**config.mk**
```make
export PLATFORM = sky130hd
export DESIGN_NAME = uart_hold_tx
export DESIGN_NICKNAME = d
export VERILOG_FILES = /design/src/rtl/uht_pkg.sv /design/src/rtl/uht_ctrl.sv /design/src/rtl/uht_dp.sv /design/src/rtl/uart_hold_tx.sv
export SDC_FILE = /design/constraint.sdc
export NUM_CORES = 1
export LEC_CHECK = 0
export ABC_CLOCK_PERIOD_IN_PS = 1500
export BUFFER_PORTS_ARGS = -buffer_cell sky130_fd_sc_hd__buf_4
export CORE_ASPECT_RATIO = 0.6
export CORE_UTILIZATION = 45
export CTS_BUF_LIST = sky130_fd_sc_hd__clkbuf_8
export DETAILED_ROUTE_END_ITERATION = 10
export HOLD_SLACK_MARGIN = 0.1
export PLACE_DENSITY = 0.73
export SLEW_MARGIN = 15
export SYNTH_ARGS = -nofsm -noshare
export SYNTH_HDL_FRONTEND = slang
export SYNTH_SLANG_ARGS = --single-unit
export TNS_END_PERCENT = 20
```
**constraint.sdc**
```tcl
create_clock -name clk -period 1.5 [get_ports clk]
set_input_delay 0.225 -clock clk [delete_from_list [all_inputs] [get_ports clk]]
set_output_delay 0.225 -clock clk [all_outputs]
set_load 0.03 [all_outputs]
```
**src/rtl/uht_pkg.sv**
```systemverilog
package uht_pkg;
  typedef struct packed {
    logic acceptWr;
    logic loadShift;
    logic shiftBit;
  } txStrobes_t;
endpackage

```
**src/rtl/uht_ctrl.sv**
```systemverilog
module uht_ctrl
  import uht_pkg::*;
#(
  parameter int FRAME_W = 10
) (
  input  logic       clk,
  input  logic       rstN,
  input  logic       txEnable,
  input  logic       wrStrobe,
  input  logic       baudTick,
  output txStrobes_t strobes,
  output logic       txReady
);
  localparam int CNT_W = $clog2(FRAME_W);
  localparam logic [CNT_W-1:0] LAST_BIT = CNT_W'(FRAME_W - 1);

  logic             holdFull;
  logic             busy;
  logic [CNT_W-1:0] bitCnt;
  logic             endOfFrame;

  always_comb begin
    endOfFrame        = busy & baudTick & (bitCnt == LAST_BIT);
    strobes.acceptWr  = wrStrobe & txEnable & ~holdFull;
    strobes.loadShift = holdFull & baudTick & (~busy | endOfFrame);
    strobes.shiftBit  = busy & baudTick & ~endOfFrame;
  end

  always_ff @(posedge clk) begin
    if (!rstN) begin
      holdFull <= 1'b0;
      busy     <= 1'b0;
      bitCnt   <= '0;
    end else begin
      if (strobes.acceptWr)       holdFull <= 1'b1;
      else if (strobes.loadShift) holdFull <= 1'b0;

      if (strobes.loadShift) begin
        busy   <= 1'b1;
        bitCnt <= '0;
      end else if (endOfFrame) begin
        busy <= 1'b0;
      end else if (strobes.shiftBit) begin
        bitCnt <= bitCnt + 1'b1;
      end
    end
  end

  assign txReady = ~holdFull;
endmodule

```
**src/rtl/uht_dp.sv**
```systemverilog
module uht_dp
  import uht_pkg::*;
#(
  parameter int DATA_W  = 8,
  parameter int FRAME_W = DATA_W + 2
) (
  input  logic              clk,
  input  logic              rstN,
  input  txStrobes_t        strobes,
  input  logic [DATA_W-1:0] wrData,
  output logic              txLine
);
  logic [DATA_W-1:0]  holdReg;
  logic [FRAME_W-1:0] shiftReg;

  always_ff @(posedge clk) begin
    if (!rstN) begin
      holdReg  <= '0;
      shiftReg <= '1;
    end else begin
      if (strobes.acceptWr) holdReg <= wrData;
      if (strobes.loadShift)
        shiftReg <= {1'b1, holdReg, 1'b0};
      else if (strobes.shiftBit)
        shiftReg <= {1'b1, shiftReg[FRAME_W-1:1]};
    end
  end

  assign txLine = shiftReg[0];
endmodule

```
**src/rtl/uart_hold_tx.sv**
```systemverilog
module uart_hold_tx
  import uht_pkg::*;
#(
  parameter int DATA_W = 8
) (
  input  logic              clk,
  input  logic              rstN,
  input  logic              txEnable,
  input  logic              wrStrobe,
  input  logic [DATA_W-1:0] wrData,
  input  logic              baudTick,
  output logic              txReady,
  output logic              txLine
);
  localparam int FRAME_W = DATA_W + 2;

  txStrobes_t strobes;

  uht_ctrl #(.FRAME_W(FRAME_W)) ctrl_i (
    .clk      (clk),
    .rstN     (rstN),
    .txEnable (txEnable),
    .wrStrobe (wrStrobe),
    .baudTick (baudTick),
    .strobes  (strobes),
    .txReady  (txReady)
  );

  uht_dp #(.DATA_W(DATA_W), .FRAME_W(FRAME_W)) dp_i (
    .clk     (clk),
    .rstN    (rstN),
    .strobes (strobes),
    .wrData  (wrData),
    .txLine  (txLine)
  );
endmodule

```
==> flow_summary.yaml, run 1 <==
placed_design:
  dp_slack_ns: -0.001354
  port_buffers: 14
  place_inst: 147
  hpwl_um: 1474
  gp_congestion: 0.7626
timing:
  setup_viol: 0
  worst_slack_ns: 0.03782
  slew_headroom_pct: 62.65
  max_freq_mhz: 683.9
  fin_crit_ns: 1.462
  fin_crit_sh_pct: 97.48
  final-max-slew-violation-count: 0
  fin_tns_setup_ns: 0
  skew_ns: 0.003077
  hold_violations: 0
  worstMarginPinSlew_ns: 0.5597
clocking:
  numClockSinks: 23
  htreeDepth: 1
  cts-root-buf: "clkbuf_8"
  cts_hold_buf: 0
  insertion_delay_ns: 0.27
  cts_buffers: 3
  cts_tree: "built"
  max-clock-path-buffers: 2
  clk_pin_slew_ns: 0.08
critical_path:
  crit_buf_inv: 2
  critPathTopFamily: "compound AO/OA/AOI/OAI gates"
  cp.required_ns: 1.66
  arrival_ns: 1.62
  path_max_fanout: 7
  crit_slowest_cell: "dfxtp_2"
  cp_cell_sequence: "inv_1 -> ha_2 -> and3b_2 -> buf_6 -> o21ai_0 -> a221o_1"
  cp-end-kind: "flop"
  path_class: "flop to flop"
  slowest_delay_ns: 0.33
  cp-start-kind: "flop"
synth:
  synth.cell_area_um2: 991.0
  ys_seq_area_share_pct: 46.46
  yosys.cell_types.count: 23
  synth_seq_cells: 23
  netlist_instances: 105
  yosys_warnings: 0
  syn_nets: 120
  synth.largest_area_cell: "dfxtp_1"
  synthTopCellsByArea: "dfxtp_1, a221o_1, mux2i_1"
  synth_top_area_share_pct: 46.46
  avgSynthCellArea_um2: 9.438
floorplanning:
  initial_utilization_pct: 50.77
  die-area_um2: 2400
  io_pins: 15
  row_count: 12
  die_w_um: 62.58
  fp.coreArea_um2: 1952
  die-height_um: 38.35
final_layout:
  final_cell_mix: "dfxtp_1, buf_4, o21ai_0, nor2_1"
  utilization_pct: 61.86
  antenna_cells: 0
  finalNetCount: 140
  area_growth_pct: 21.84
  drive_gt1_share_pct: 25.81
  instances_no_fill: 152
drt:
  routed_via_density: 5.553
  drtPass1Iterations: 4
  ant_nets: 0
  vias: 844
  drc: 0
  drt_iter0_markers: 59
  wire_per_inst_um: 14.11
  wl_um: 2144
power:
  ir_drop_mv: 0.5736
  power_leakage_nw: 0.5167
  p_total_mw: 1.211
  powerDensity_nw_per_um2: 1003
grt:
  grt_usage_pct: 19.80
  grt_pass1_vias: 677
  grt_max_degree: 17
  grt_antenna_before_repair: 0
  overflow: 0
  grt_first_pass_wirelength_um: 3443
min_path:
  holdCritPathClass: "input pin to flop"
run_status:
  status: "completed"
flow_run:
  cap_violations: 0
[final timing paths]
check	from	endpoint	depth (start not counted)	slack [ns]
worst max-delay path	ctrl_i.bitCnt[1]$_SDFFE_PP0P_	dp_i.shiftReg[1]$_SDFFE_PN1P_	6	0.04
worst min register to register	dp_i.shiftReg[8]$_SDFFE_PN1P_	dp_i.shiftReg[8]$_SDFFE_PN1P_	2	0.49
worst min-delay path	wrData[2]	dp_i.holdReg[2]$_SDFFE_PN0P_	3	0.19
worst max register to register	ctrl_i.bitCnt[1]$_SDFFE_PP0P_	dp_i.shiftReg[1]$_SDFFE_PN1P_	6	0.04
[per-layer routing]
metal | global-route usage (%) | vias up | share of wire (%)
met1 | 27.14 | 395 | 52
met2 | 29.35 | 22 | 42
met3 | 7.143 | 4 | 5.0
li1 | - | 423 | -
met4 | 5.233 | 0 | 0.79
met5 | 0 | - | 0
[worst reg2reg max path, delay by kind of cell, from the launching register on]
family	cells	cell delay [ns]
AOI/OAI and AO/OA	2	0.39
buffers and inverters	2	0.19
adders and majority gates	1	0.18
DFF	1	0.33
and+or+nand+nor	1	0.26
[kinds of logic after synthesis]
| group | share of synthesized area (%) |
|---|---|
| compound gates | 21.47 |
| simple gates | 14.52 |
| flops | 46.46 |
| buf+inv | 6.944 |
| mux | 8.081 |
| fa+ha+maj | 2.525 |
[flip-flops by register name (all words and copies together), names as in the netlist]
register         count
dp_i.holdReg         8
ctrl_i.bitCnt        4
dp_i.shiftReg        9
ctrl_i.busy          1
ctrl_i.holdFull      1
[cell usage after synthesis]
master / n
clkbuf_1: 1
a32oi_1: 1
ha_1: 2
a211oi_2: 1
a221o_1: 8
mux2i_1: 8
buf_4: 3
o31ai_1: 1
inv_1: 6
dfxtp_1: 23
nor2_1: 10
o21ai_0: 11
a41o_1: 1
or3_1: 4
a211oi_1: 3
nand3b_1: 2
nand3_1: 8
a21oi_1: 2
nand2_1: 3
nand2_2: 1
buf_2: 4
and3b_1: 1
o22ai_1: 1
[what timing repair did]
action	CTS	global route
pin swaps	0	0
resized for setup	1	3
setup endpoints to repair	1	11
setup buffers	0	1
[where the power goes]
group / leakage (nW) / switching [mW] / internal (mW) / total, mW
clock: 0.0255 / 0.201 / 0.186 / 0.386
combinational: 0.303 / 0.0795 / 0.0777 / 0.157
sequential: 0.188 / 0.0217 / 0.646 / 0.667
[stage by stage]
stage | cell area (µm²) | hold slack [ns]
final | 1207 | 0.1858
after global routing | 1207 | 0.1849
after CTS | 1192 | 0.1819
after detailed placement | 1145 | 0.4619
after global placement | 1145 | 0.4555
after floorplan | 991.0 | 0.3689
[cell type report]
cell class | count | area (µm²)
clock inverter | 1 | 5.005
clock buffer | 3 | 41.29
timing repair buffer | 23 | 176.4
fill | 170 | 744.5
tap | 28 | 35.03
inverter | 6 | 22.52
sequential | 23 | 461.7
multi-input combinational | 68 | 465.4
Note: power is estimated with default switching activity, not from simulation.
==> run 2: changes to the inputs <==
==> constraint.sdc (replaced) <==
create_clock -name clk -period 1.5 [get_ports clk]
set_input_delay 0.075 -clock clk [delete_from_list [all_inputs] [get_ports clk]]
set_output_delay 0.075 -clock clk [all_outputs]
set_load 0.03 [all_outputs]
==> flow_summary.yaml, run 2 (synthesis results as in run 1) <==
power:
  pwr-share-comb_pct: 14.3
  power_leakage_nw: 0.5543
  powerDensity_nw_per_um2: 947.2
  seq_power_share_pct: 54.3
  swShare_pct: 24.81
  switching_power_mw: 0.3049
  ir_drop_mv: 0.5733
  p_total_mw: 1.229
  p_int_mw: 0.9241
  clkPwrFrac_pct: 31.3
placed_design:
  gp_congestion: 0.7626
  hpwl_um: 1474
  port_buffers: 14
  dp_slack_ns: -0.001354
flow_run:
  cap_violations: 0
drt:
  vias: 885
  routed_via_density: 5.497
  wl_um: 2268
  ant_nets: 0
  drt_iter0_markers: 52
  drc: 0
  wire_per_inst_um: 14.09
  drtPass1Iterations: 4
critical_path:
  cp_cell_sequence: "inv_1 -> ha_2 -> and3b_2 -> buf_6 -> o21ai_0 -> a221o_1"
  path_max_fanout: 7
  cp-end-kind: "flop"
  path_class: "flop to flop"
  cp.required_ns: 1.66
  arrival_ns: 1.61
  crit_slowest_cell: "dfxtp_2"
  cp-start-kind: "flop"
  slowest_delay_ns: 0.33
floorplanning:
  die-height_um: 38.35
  die_w_um: 62.58
  row_count: 12
  io_pins: 15
  initial_utilization_pct: 50.77
  fp.coreArea_um2: 1952
  die-area_um2: 2400
timing:
  max_freq_mhz: 687.2
  hold_violations: 0
  worstMarginPinSlew_ns: 0.5453
  skew_ns: 0.002563
  worst_slack_ns: 0.04488
  fin_crit_ns: 1.455
  slew_headroom_pct: 63.60
  final-max-slew-violation-count: 0
  fin_crit_sh_pct: 97.01
  setup_viol: 0
clocking:
  insertion_delay_ns: 0.26
  htreeDepth: 1
  clk_pin_slew_ns: 0.08
  cts-root-buf: "clkbuf_8"
  cts_tree: "built"
  max-clock-path-buffers: 2
  cts_buffers: 3
  numClockSinks: 23
grt:
  grt_antenna_before_repair: 0
  grt_first_pass_wirelength_um: 3608
  grt_usage_pct: 20.74
  overflow: 0
  grt_pass1_vias: 731
  grt_max_degree: 17
final_layout:
  final_cell_mix: "dfxtp_1, buf_4, o21ai_0, nor2_1, dlygate4sd3_1"
  area_growth_pct: 30.93
  reg_top3: "dp_i.shiftReg x9, dp_i.holdReg x8, ctrl_i.bitCnt x4"
  largest_register_ffs: 9
  finalNetCount: 149
  antenna_cells: 0
  drive_gt1_share_pct: 24.06
  regMostFlops: "dp_i.shiftReg"
min_path:
  holdCritPathClass: "input pin to flop"
run_status:
  status: "completed"
run 2: final timing paths:
| path | startpoint | endpoint | slack (ns) | depth (start not counted) |
|---|---|---|---|---|
| worst min register to register | dp_i.shiftReg[8]$_SDFFE_PN1P_ | dp_i.shiftReg[8]$_SDFFE_PN1P_ | 0.49 | 2 |
| worst max-delay path | ctrl_i.bitCnt[1]$_SDFFE_PP0P_ | dp_i.shiftReg[1]$_SDFFE_PN1P_ | 0.04 | 6 |
| worst min-delay path | baudTick | ctrl_i.busy$_SDFFE_PN0P_ | 0.17 | 3 |
| worst max register to register | ctrl_i.bitCnt[1]$_SDFFE_PP0P_ | dp_i.shiftReg[1]$_SDFFE_PN1P_ | 0.04 | 6 |
run 2: metal layers:
layer  GRT usage (%)  part of all wire (%)  vias to the layer above
li1                -                     -                      441
met5               0                     0                        -
met2           31.52                    43                       22
met4           5.233                  0.75                        0
met3           7.143                   4.5                        4
met1           28.18                    51                      418
run 2: area by class of cell:
class                   count  area, µm²
well taps                  28      35.03
flip-flops and latches     23      461.7
clock buffers               3      41.29
clock inverters             1      5.005
repair buffers             32      266.5
multi-input cells          68      465.4
fillers                   158      654.4
inverters                   6      22.52
run 2: what timing repair did:
| action | 4_1_cts | 5_1_grt |
|---|---|---|
| resized for setup | 1 | 3 |
| setup endpoints to repair | 1 | 10 |
| hold buffers | 9 | 0 |
| hold endpoints to repair | 9 | 0 |
| setup buffers | 0 | 1 |
run 2: power by group through the flow:
stage	logic, mW	registers [mW]	clock network, mW
floorplan	0.0991	0.679	0
global placement	0.150	0.681	0
detailed placement	0.155	0.682	0
CTS	0.174	0.668	0.394
global route	0.190	0.672	0.423
finish	0.176	0.668	0.385
run 2: worst max-delay path, delay by kind of cell (launching register included):
| family | cells | cell delay [ns] |
|---|---|---|
| AOI/OAI and AO/OA | 2 | 0.39 |
| DFF | 1 | 0.33 |
| and+or+nand+nor | 1 | 0.25 |
| buffers and inverters | 2 | 0.19 |
| adders and majority gates | 1 | 0.18 |
run 2: per-stage QoR:
step	setup TNS [ns]	util, %	hold slack [ns]	cell area (µm²)	std cells
after floorplan	0	-	0.2189	991.0	105
after global placement	0	58.65	0.3055	1145	147
after detailed placement	-0.001354	58.65	0.3119	1145	147
after CTS	0	65.71	0.1540	1282	160
after global routing	-0.01155	66.47	0.1654	1297	161
final	0	66.47	0.1677	1297	161
==> run 3: changes to the inputs <==
- ABC_AREA: not set -> 1
- PLACE_DENSITY: 0.73 -> 0.72
- REMOVE_ABC_BUFFERS: not set -> 1
==> flow_summary.yaml, run 3 <==
critical_path:
  cp_cell_sequence: "inv_1 -> ha_1 -> nand3_2 -> nand2_4 -> or2_1 -> a21oi_2"
  cp-start-kind: "flop"
  cp.required_ns: 1.70
  slowest_delay_ns: 0.40
  ff2ff_setup_slack_ns: 0.12
  critPathTopFamily: "simple AND/OR/NAND/NOR gates"
  crit_slowest_cell: "dfxtp_1"
  path_max_fanout: 23
  cp-end-kind: "flop"
  arrival_ns: 1.58
  crit_buf_inv: 1
  path_class: "flop to flop"
floorplanning:
  fp.coreArea_um2: 2277
  initial_utilization_pct: 50.22
  io_pins: 15
  die-height_um: 41.05
  row_count: 13
  die_w_um: 67.08
  die-area_um2: 2754
placed_design:
  hpwl_um: 1627
  place_inst: 191
  port_buffers: 14
  dp_slack_ns: 0.1297
  place_area_um2: 1257
  gp_congestion: 0.7317
final_layout:
  area_growth_pct: 21.12
  largest_register_ffs: 9
  antenna_cells: 0
  finalNetCount: 189
  reg_top3: "dp_i.shiftReg x9, dp_i.holdReg x8, ctrl_i.bitCnt x4"
  regMostFlops: "dp_i.shiftReg"
  drive_gt1_share_pct: 22.54
  fin_area_um2: 1385
  final_common_cell: "nand3_1"
  instances_no_fill: 203
  final_cell_mix: "nand3_1, nand2_1, dfxtp_1, nor2_1, buf_4"
clocking:
  cts-root-buf: "clkbuf_8"
  clk_pin_slew_ns: 0.08
  insertion_delay_ns: 0.27
  max-clock-path-buffers: 2
  numClockSinks: 23
  cts_setup_buffers: 0
  htreeDepth: 1
  cts_buffers: 3
  cts_tree: "built"
timing:
  slew_headroom_pct: 84.94
  hold_violations: 0
  skew_ns: 0.004612
  max_freq_mhz: 724.2
  rsz0062_at_grt: "false"
  worstMarginPinSlew_ns: 0.2257
  setup_viol: 0
  fin_crit_sh_pct: 92.05
  worst_slack_ns: 0.1193
  final-max-slew-violation-count: 0
  fin_tns_setup_ns: 0
  fin_crit_ns: 1.381
drt:
  drtPass1Iterations: 4
  routed_via_density: 4.847
  wl_met3_um: 104
  wl_met2_um: 1035
  wire_per_inst_um: 11.49
  ant_nets: 0
  wl_met1_um: 1177
  highest-signal-layer: "met4"
  drc: 0
  vias: 984
  drt_iter0_markers: 65
  wl_um: 2332
grt:
  grt_max_degree: 24
  overflow: 0
  grt_antenna_before_repair: 0
  grt_first_pass_wirelength_um: 3898
  grt_usage_pct: 20.31
  grt_pass1_vias: 848
synth:
  synth_top_area_share_pct: 40.26
  ys_seq_area_share_pct: 40.26
  yosys_warnings: 0
  synth.cell_area_um2: 1144
  synth_seq_cells: 23
  avgSynthCellArea_um2: 7.573
  postSynth.topFlopCell: "dfxtp_1"
  synthArstFlopShare_pct: 0
  yosys.cell_types.count: 26
  synthTopCellsByArea: "dfxtp_1, nand3_1, nand2_1"
  synth.largest_area_cell: "dfxtp_1"
  synth.most_common_cell: "nand3_1"
  synth_common_cells: "nand3_1, nand2_1, dfxtp_1, nor2_1, o21ai_0"
  synth_edf_count: 0
  netlist_instances: 151
power:
  power_leakage_nw: 0.5930
  powerDensity_nw_per_um2: 924.7
  ir_drop_mv: 0.5483
flow_run:
  cap_violations: 0
run_status:
  status: "completed"
min_path:
  holdCritPathClass: "input pin to flop"
run 3: cell types whose count changed after synthesis, moves of 4 or more:
cell,delta
nand2_1,+23
nand3_1,+20
a221o_1,-8
mux2i_1,-8
clkinv_1,+7
a21boi_1,+6
nor2_1,+5
or3_1,-4
run 3: layer usage:
| layer | up-vias | GRT usage, % |
|---|---|---|
| met2 | 23 | 34.75 |
| met5 | - | 0 |
| met3 | 2 | 6.667 |
| met1 | 429 | 25.24 |
| li1 | 530 | - |
| met4 | 0 | 4.787 |
run 3: per-stage QoR:
step	hold slack [ns]	utilization, %	power [mW]
finish	0.1087	60.82	1.281
global route	0.1076	60.82	1.347
CTS	0.1052	60.77	1.289
detailed placement	0.3424	55.22	0.8893
global placement	0.3256	55.22	0.8816
floorplan	0.1437	-	0.8191
run 3: power by group:
group	switching [mW]	internal (mW)	leakage [nW]	total, mW
registers	0.0239	0.651	0.189	0.675
clock network	0.203	0.186	0.0255	0.389
logic	0.117	0.0997	0.379	0.217
run 3: worst register-to-register path, stage by stage (launching register included):
cell and delay [ns]:
dfxtp_1 0.40, inv_1 0.06, ha_1 0.20, nand3_2 0.10
nand2_4 0.15, or2_1 0.27, a21oi_2 0.14
run 3: area by class of cell:
type / instances / area, µm²
multi-input cells: 106 / 581.8
flip-flops and latches: 23 / 461.7
well taps: 30 / 37.54
fillers: 223 / 892.1
inverters: 17 / 65.06
repair buffers: 23 / 192.7
clock inverters: 1 / 5.005
clock buffers: 3 / 41.29
run 3: cell families after synthesis:
group	after synthesis	synth area share, %
AND/OR/NAND/NOR	83	36.65
flip-flops	23	40.26
buffers and inverters	22	8.862
AO/OA/AOI/OAI	21	12.03
adder cells (fa/ha/maj)	2	2.188
run 3: what timing repair did:
| item | CTS | global route |
|---|---|---|
| hold buffers | 8 | 0 |
| endpoints found under the setup margin | 0 | 12 |
| hold endpoints to repair | 8 | 0 |
| gates resized for setup | 0 | 1 |
run 3: final timing paths:
kind                                       from                       endpoint  cells past startpoint
setup / recovery  ctrl_i.bitCnt[1]$_SDFFE_PP0P_  ctrl_i.bitCnt[1]$_SDFFE_PP0P_                      6
hold / removal                             rstN  dp_i.shiftReg[8]$_SDFFE_PN1P_                      2
setup reg to reg  ctrl_i.bitCnt[1]$_SDFFE_PP0P_  ctrl_i.bitCnt[1]$_SDFFE_PP0P_                      6
hold reg to reg    dp_i.holdReg[7]$_SDFFE_PN0P_   dp_i.holdReg[7]$_SDFFE_PN0P_                      2
